## config.mk

```make
export PLATFORM = sky130hd
export DESIGN_NAME = vvi_pacer
export DESIGN_NICKNAME = d
export VERILOG_FILES = /design/src/rtl/vvi_pkg.sv /design/src/rtl/vvi_sense_sync.sv /design/src/rtl/vvi_interval_timer.sv /design/src/rtl/vvi_pacer.sv
export SDC_FILE = /design/constraint.sdc
export NUM_CORES = 1
export LEC_CHECK = 0
export BUFFER_PORTS_ARGS = -buffer_cell sky130_fd_sc_hd__buf_4
export CAP_MARGIN = 20
export CELL_PAD_IN_SITES_DETAIL_PLACEMENT = 1
export CELL_PAD_IN_SITES_GLOBAL_PLACEMENT = 1
export CORE_UTILIZATION = 39
export CTS_CLUSTER_SIZE = 24
export DETAILED_ROUTE_END_ITERATION = 16
export PLACE_DENSITY_LB_ADDON = 0.1
export SYNTH_ARGS = -nofsm -noshare
export SYNTH_HDL_FRONTEND = slang
export SYNTH_SLANG_ARGS = --single-unit
```

## constraint.sdc

```tcl
create_clock -name clk_i -period 1.34 [get_ports clk_i]
set_input_delay 0 -clock clk_i [delete_from_list [all_inputs] [get_ports clk_i]]
set_output_delay 0 -clock clk_i [all_outputs]
set_load 0.01 [all_outputs]
```

## src/rtl/vvi_pkg.sv

```systemverilog
package vvi_pkg;

    // Refractory flag as a state: set = ST_REFRACT, clear = ST_ALERT
    typedef enum logic [0:0] {
        ST_REFRACT = 1'b0,
        ST_ALERT   = 1'b1
    } pace_state_t;

    // Transition taken in the current cycle
    typedef enum logic [2:0] {
        TR_IDLE    = 3'd0,
        TR_ACCEPT  = 3'd1,
        TR_BLANK   = 3'd2,
        TR_PACE    = 3'd3,
        TR_REF_END = 3'd4
    } pace_trans_t;

    // Timer slots in the timer array
    localparam int unsigned TMR_COUNT = 2;
    localparam int unsigned TMR_LRI   = 0;
    localparam int unsigned TMR_REF   = 1;

endpackage

```

## src/rtl/vvi_sense_sync.sv

```systemverilog
module vvi_sense_sync #(
    parameter int unsigned SYNC_STAGES = 2
) (
    input  logic clk_i,
    input  logic rst_ni,
    input  logic sense_i,
    output logic sense_evt_o
);

    localparam int unsigned CHAIN_W = SYNC_STAGES + 1;

    logic [CHAIN_W-1:0] chain_q;

    always_ff @(posedge clk_i) begin
        if (!rst_ni) begin
            chain_q <= '0;
        end else begin
            chain_q <= {chain_q[CHAIN_W-2:0], sense_i};
        end
    end

    // Rising edge of the synchronised level
    assign sense_evt_o = chain_q[SYNC_STAGES-1] & ~chain_q[SYNC_STAGES];

    AST_SENSE_SINGLE: assert property (@(posedge clk_i) disable iff (!rst_ni)
        sense_evt_o |=> !sense_evt_o);

endmodule

```

## src/rtl/vvi_interval_timer.sv

```systemverilog
module vvi_interval_timer #(
    parameter int unsigned PERIOD = 10
) (
    input  logic clk_i,
    input  logic rst_ni,
    input  logic tick_i,
    input  logic restart_i,
    output logic expire_o
);

    localparam int unsigned CNT_W = $clog2(PERIOD + 1);
    localparam logic [CNT_W-1:0] LAST = CNT_W'(PERIOD - 1);

    logic [CNT_W-1:0] cnt_q;
    logic             at_last;

    assign at_last  = (cnt_q == LAST);
    assign expire_o = tick_i && at_last;

    always_ff @(posedge clk_i) begin
        if (!rst_ni) begin
            cnt_q <= '0;
        end else if (restart_i) begin
            cnt_q <= '0;
        end else if (tick_i) begin
            if (at_last) begin
                cnt_q <= '0;
            end else begin
                cnt_q <= cnt_q + 1'b1;
            end
        end
    end

    AST_CNT_BOUND: assert property (@(posedge clk_i) disable iff (!rst_ni)
        cnt_q < CNT_W'(PERIOD));

    AST_RESTART_ZERO: assert property (@(posedge clk_i) disable iff (!rst_ni)
        restart_i |=> (cnt_q == '0));

    AST_HOLD_NO_TICK: assert property (@(posedge clk_i) disable iff (!rst_ni)
        (!tick_i && !restart_i) |=> $stable(cnt_q));

endmodule

```

## src/rtl/vvi_pacer.sv

```systemverilog
module vvi_pacer
    import vvi_pkg::*;
#(
    parameter int unsigned LRI_TICKS   = 100,
    parameter int unsigned REF_TICKS   = 30,
    parameter int unsigned SYNC_STAGES = 2
) (
    input  logic clk_i,
    input  logic rst_ni,
    input  logic tick_i,
    input  logic sense_i,
    output logic beat_o,
    output logic pace_o
);

    logic                 sense_evt;
    logic [TMR_COUNT-1:0] tmr_exp;
    logic                 lri_exp;
    logic                 ref_exp;
    logic                 restart;

    pace_state_t state_q, state_d;
    pace_trans_t trans;

    vvi_sense_sync #(
        .SYNC_STAGES(SYNC_STAGES)
    ) u_sync (
        .clk_i      (clk_i),
        .rst_ni     (rst_ni),
        .sense_i    (sense_i),
        .sense_evt_o(sense_evt)
    );

    for (genvar g = 0; g < TMR_COUNT; g++) begin : g_tmr
        localparam int unsigned PER = (g == TMR_LRI) ? LRI_TICKS : REF_TICKS;
        vvi_interval_timer #(
            .PERIOD(PER)
        ) u_tmr (
            .clk_i    (clk_i),
            .rst_ni   (rst_ni),
            .tick_i   (tick_i),
            .restart_i(restart),
            .expire_o (tmr_exp[g])
        );
    end

    assign lri_exp = tmr_exp[TMR_LRI];
    assign ref_exp = tmr_exp[TMR_REF];

    // Transition selection: accepted sense beats a pace, a pace beats refractory end
    always_comb begin
        trans = TR_IDLE;
        unique case (state_q)
            ST_ALERT: begin
                if (sense_evt) begin
                    trans = TR_ACCEPT;
                end else if (lri_exp) begin
                    trans = TR_PACE;
                end
            end
            ST_REFRACT: begin
                if (lri_exp) begin
                    trans = TR_PACE;
                end else if (ref_exp) begin
                    trans = TR_REF_END;
                end else if (sense_evt) begin
                    trans = TR_BLANK;
                end
            end
            default: trans = TR_IDLE;
        endcase
    end

    always_comb begin
        state_d = state_q;
        unique case (trans)
            TR_ACCEPT:  state_d = ST_REFRACT;
            TR_PACE:    state_d = ST_REFRACT;
            TR_REF_END: state_d = ST_ALERT;
            TR_BLANK:   state_d = state_q;
            default:    state_d = state_q;
        endcase
    end

    assign restart = (trans == TR_ACCEPT) || (trans == TR_PACE);

    // State register
    always_ff @(posedge clk_i) begin
        if (!rst_ni) begin
            state_q <= ST_REFRACT;
        end else begin
            state_q <= state_d;
        end
    end

    // Output register
    always_ff @(posedge clk_i) begin
        if (!rst_ni) begin
            beat_o <= 1'b0;
            pace_o <= 1'b0;
        end else begin
            beat_o <= (trans == TR_ACCEPT);
            pace_o <= (trans == TR_PACE);
        end
    end

    AST_NO_DUAL_EVENT: assert property (@(posedge clk_i) disable iff (!rst_ni)
        !(beat_o && pace_o));

    AST_SENSE_WINS: assert property (@(posedge clk_i) disable iff (!rst_ni)
        (state_q == ST_ALERT && sense_evt && lri_exp) |=> (beat_o && !pace_o));

    AST_BEAT_ENTERS_REF: assert property (@(posedge clk_i) disable iff (!rst_ni)
        beat_o |-> (state_q == ST_REFRACT));

    AST_PACE_ENTERS_REF: assert property (@(posedge clk_i) disable iff (!rst_ni)
        pace_o |-> (state_q == ST_REFRACT));

    AST_BLANKED_SENSE: assert property (@(posedge clk_i) disable iff (!rst_ni)
        (state_q == ST_REFRACT && sense_evt) |=> !beat_o);

    AST_REF_RELEASE: assert property (@(posedge clk_i) disable iff (!rst_ni)
        (state_q == ST_REFRACT && ref_exp && !lri_exp) |=>
            (state_q == ST_ALERT && !beat_o && !pace_o));

    AST_BEAT_PULSE: assert property (@(posedge clk_i) disable iff (!rst_ni)
        beat_o |=> !beat_o);

    AST_PACE_PULSE: assert property (@(posedge clk_i) disable iff (!rst_ni)
        pace_o |=> !pace_o);

endmodule

```

==> flow_summary.ini <==
[status]
status = completed

[clock_tree]
cts_buffer_depth = 2
cts_tree = yes
clk_pin_slew_ns = 0.10
ctsRootBufferMaster = clkbuf_4
clock_sinks = 18
numCtsBuffers = 3
clk_latency_ns = 0.28
htreeDepth = 1

[worst_setup_path]
cp-end-kind = flip-flop
path_delay_family = simple AND/OR/NAND/NOR gates
start_kind = flip-flop
cp_slowest_cell = or3_4
reg2reg_slack_ns = 0.07
crit_buf_inv = 0
cp_slowest_stage_delay_ns = 0.38
cp.required_ns = 1.55
worstSetupPathType = reg2reg
crit_chain = ha_2, nand4_2, or3_4, a211oi_2
cp_max_fo = 3
arrival_ns = 1.48

[routing]
wl_per_cell_um = 12.22
wl_um = 1417
drcViolationCount = 0
drtIter0Drc = 2
via_count = 579
via_per_inst = 4.991
drt-pass1-iter-count = 3
ant_nets = 0

[sta]
final_max_slew_viol_count = 0
slew_headroom_pct = 75.83
fin_crit_sh_pct = 94.68
rsz0062_at_grt = yes
fmax_mhz = 788.2
finalSetupViolations = 0
worst_pin_slew_ns = 0.3612
finalWorstSetupSlack_ns = 0.07129
hold_viol_final = 0
finClkSkew_ns = 0.003246
period_needed_ns = 1.269

[layout]
final_cell_mix = 15 x dfxtp_1, 12 x buf_4, 7 x nand2_1
finalInstanceArea_um2 = 970.9
syn_to_final_growth_pct = 27.42
final_nets = 99
fin_cells = 116
antenna_cells = 0
final_common_cell = dfxtp_1
drive_gt1_share_pct = 29.67

[grt]
grt_remaining_overflow = 0
grt_max_degree = 15
grt_pass1_wl_um = 2559
gr-usage-all-layers_pct = 17.37
antenna_found_initial = 0
grt_pass1_vias = 568

[placement]
placed_area_um2 = 873.3
gp_congestion = 0.7735
post-dp-hpwl_um = 1054
dpl_worst_slack_ns = 0.02344
portBuffers = 5
dp_cells = 108

[power_and_ir_drop]
power_uw = 981.3
switching_power_uw = 213.5
seqPwrFrac_pct = 57.9
ir_drop_v = 0.0005369
comb_power_share_pct = 8.8
p_sw_share_pct = 21.75
p_leak_nw = 0.3764
intPower_uw = 767.9
clockPowerShare_pct = 33.3
power_density_mw_per_mm2 = 1011

[synthesis]
seq_area_frac_synth_pct = 47.29
yosys_warnings = 0
ys_ff_latch = 18
ys_types = 28
postSynthCellCount = 74
avgSynthCellArea_um2 = 10.30
syn-cell-area_um2 = 762.0
synth_nets = 81

[die]
core-area_mm2 = 0.001783
die_w_um = 46.20
die_y_um = 46.20
dieArea_mm2 = 0.002134
initial_core_util_pct = 42.74
ios = 6
fp-row-count = 15

[min_path]
hold_class = in2reg

[run]
drv_cap = 0
## stage by stage
step                hold slack, ns  TNS [ns]  utilization (%)
floorplan                   0.1217         0                -
global placement            0.2098         0            48.98
detailed placement          0.2241         0            48.98
CTS                        0.09270         0            52.70
global route               0.09054  -0.01493            54.46
finish                     0.09424         0            54.46
## state kept, by name, indices dropped and copies added, names as in the netlist
name and flops:
u_sync.chain_q 3, state_q 1, g_tmr.u_tmr.cnt_q 12, beat_o 1
pace_o 1
## logic make-up (layout without fill, tap and decap cells)
logic type / after synthesis / after routing / share of synthesized area (%)
multiplexers: 1 / 1 / 1.314
XOR/XNOR: 8 / 8 / 9.196
AND/OR/NAND/NOR: 34 / 34 / 27.75
adder cells (fa/ha/maj): 3 / 3 / 4.927
buffers and inverters: 4 / 21 / 3.448
AO/OA/AOI/OAI: 6 / 6 / 6.076
flip-flops: 18 / 18 / 47.29
## power by group through the flow
stage	logic [mW]	registers, mW	clock network [mW]
floorplan	0.0473	0.576	0
global placement	0.0712	0.578	0
detailed placement	0.0733	0.578	0
CTS	0.0804	0.566	0.334
global route	0.0969	0.571	0.367
finish	0.0867	0.568	0.327
## synth_stat cells (all sizes together)
| cell type | count | area (um2) |
|---|---|---|
| dfxtp | 18 | 360.4 |
| nand2 | 7 | 26.28 |
| nor3 | 6 | 30.03 |
| xor2 | 6 | 52.55 |
| nor4 | 5 | 46.29 |
| nand4 | 4 | 31.28 |
| and2 | 3 | 18.77 |
| ha | 3 | 37.54 |
| a211oi | 2 | 20.02 |
| buf | 2 | 18.77 |
| nand3b | 2 | 15.01 |
| o21ai | 2 | 10.01 |
| or3 | 2 | 12.51 |
| xnor2 | 2 | 17.52 |
| and3b | 1 | 8.760 |
| clkbuf | 1 | 3.750 |
| inv | 1 | 3.750 |
| mux2i | 1 | 10.01 |
| nand3 | 1 | 5.000 |
| nor2 | 1 | 3.750 |
| nor2b | 1 | 6.260 |
| nor3b | 1 | 7.510 |
| o21bai | 1 | 7.510 |
| o221ai | 1 | 8.760 |
## final cells by class
| class | instances | area [um2] |
|---|---|---|
| fill | 204 | 812.0 |
| multi-input combinational | 52 | 395.4 |
| sequential | 18 | 364.1 |
| timing repair buffer | 16 | 140.1 |
| clock buffer | 4 | 36.28 |
| tap | 25 | 31.28 |
| inverter | 1 | 3.754 |
## worst min-delay path, stage by stage
cell and delay, ns:
buf_4 0.17, xnor2_1 0.14, nor3_1 0.04
## metal layers
layer / GRT usage [%] / part of all wire, % / up-vias
li1: - / - / 298
met1: 22.46 / 49 / 275
met2: 27.04 / 48 / 4
met3: 3.529 / 1.4 / 2
met4: 8.824 / 1.3 / 0
met5: 0 / 0 / -
## path summary, 6_finish.rpt
path / from / endpoint / depth (start not counted)
setup reg to reg: g_tmr[0].u_tmr.cnt_q[1] / g_tmr[0].u_tmr.cnt_q[6] / 4
hold reg to reg: u_sync.chain_q[0] / u_sync.chain_q[1] / 1
setup / recovery: g_tmr[0].u_tmr.cnt_q[1] / g_tmr[0].u_tmr.cnt_q[6] / 4
hold / removal: tick_i / g_tmr[0].u_tmr.cnt_q[0] / 3
## repair_timing
item / 4_1_cts / 5_1_grt
pin swaps: 1 / 1
buffers inserted: 0 / 1
setup endpoints to repair: 1 / 7
hold endpoints to repair: 3 / 0
resized for setup: 0 / 7
hold buffers: 3 / 0
No activity file was read; power rests on OpenSTA's default activity.
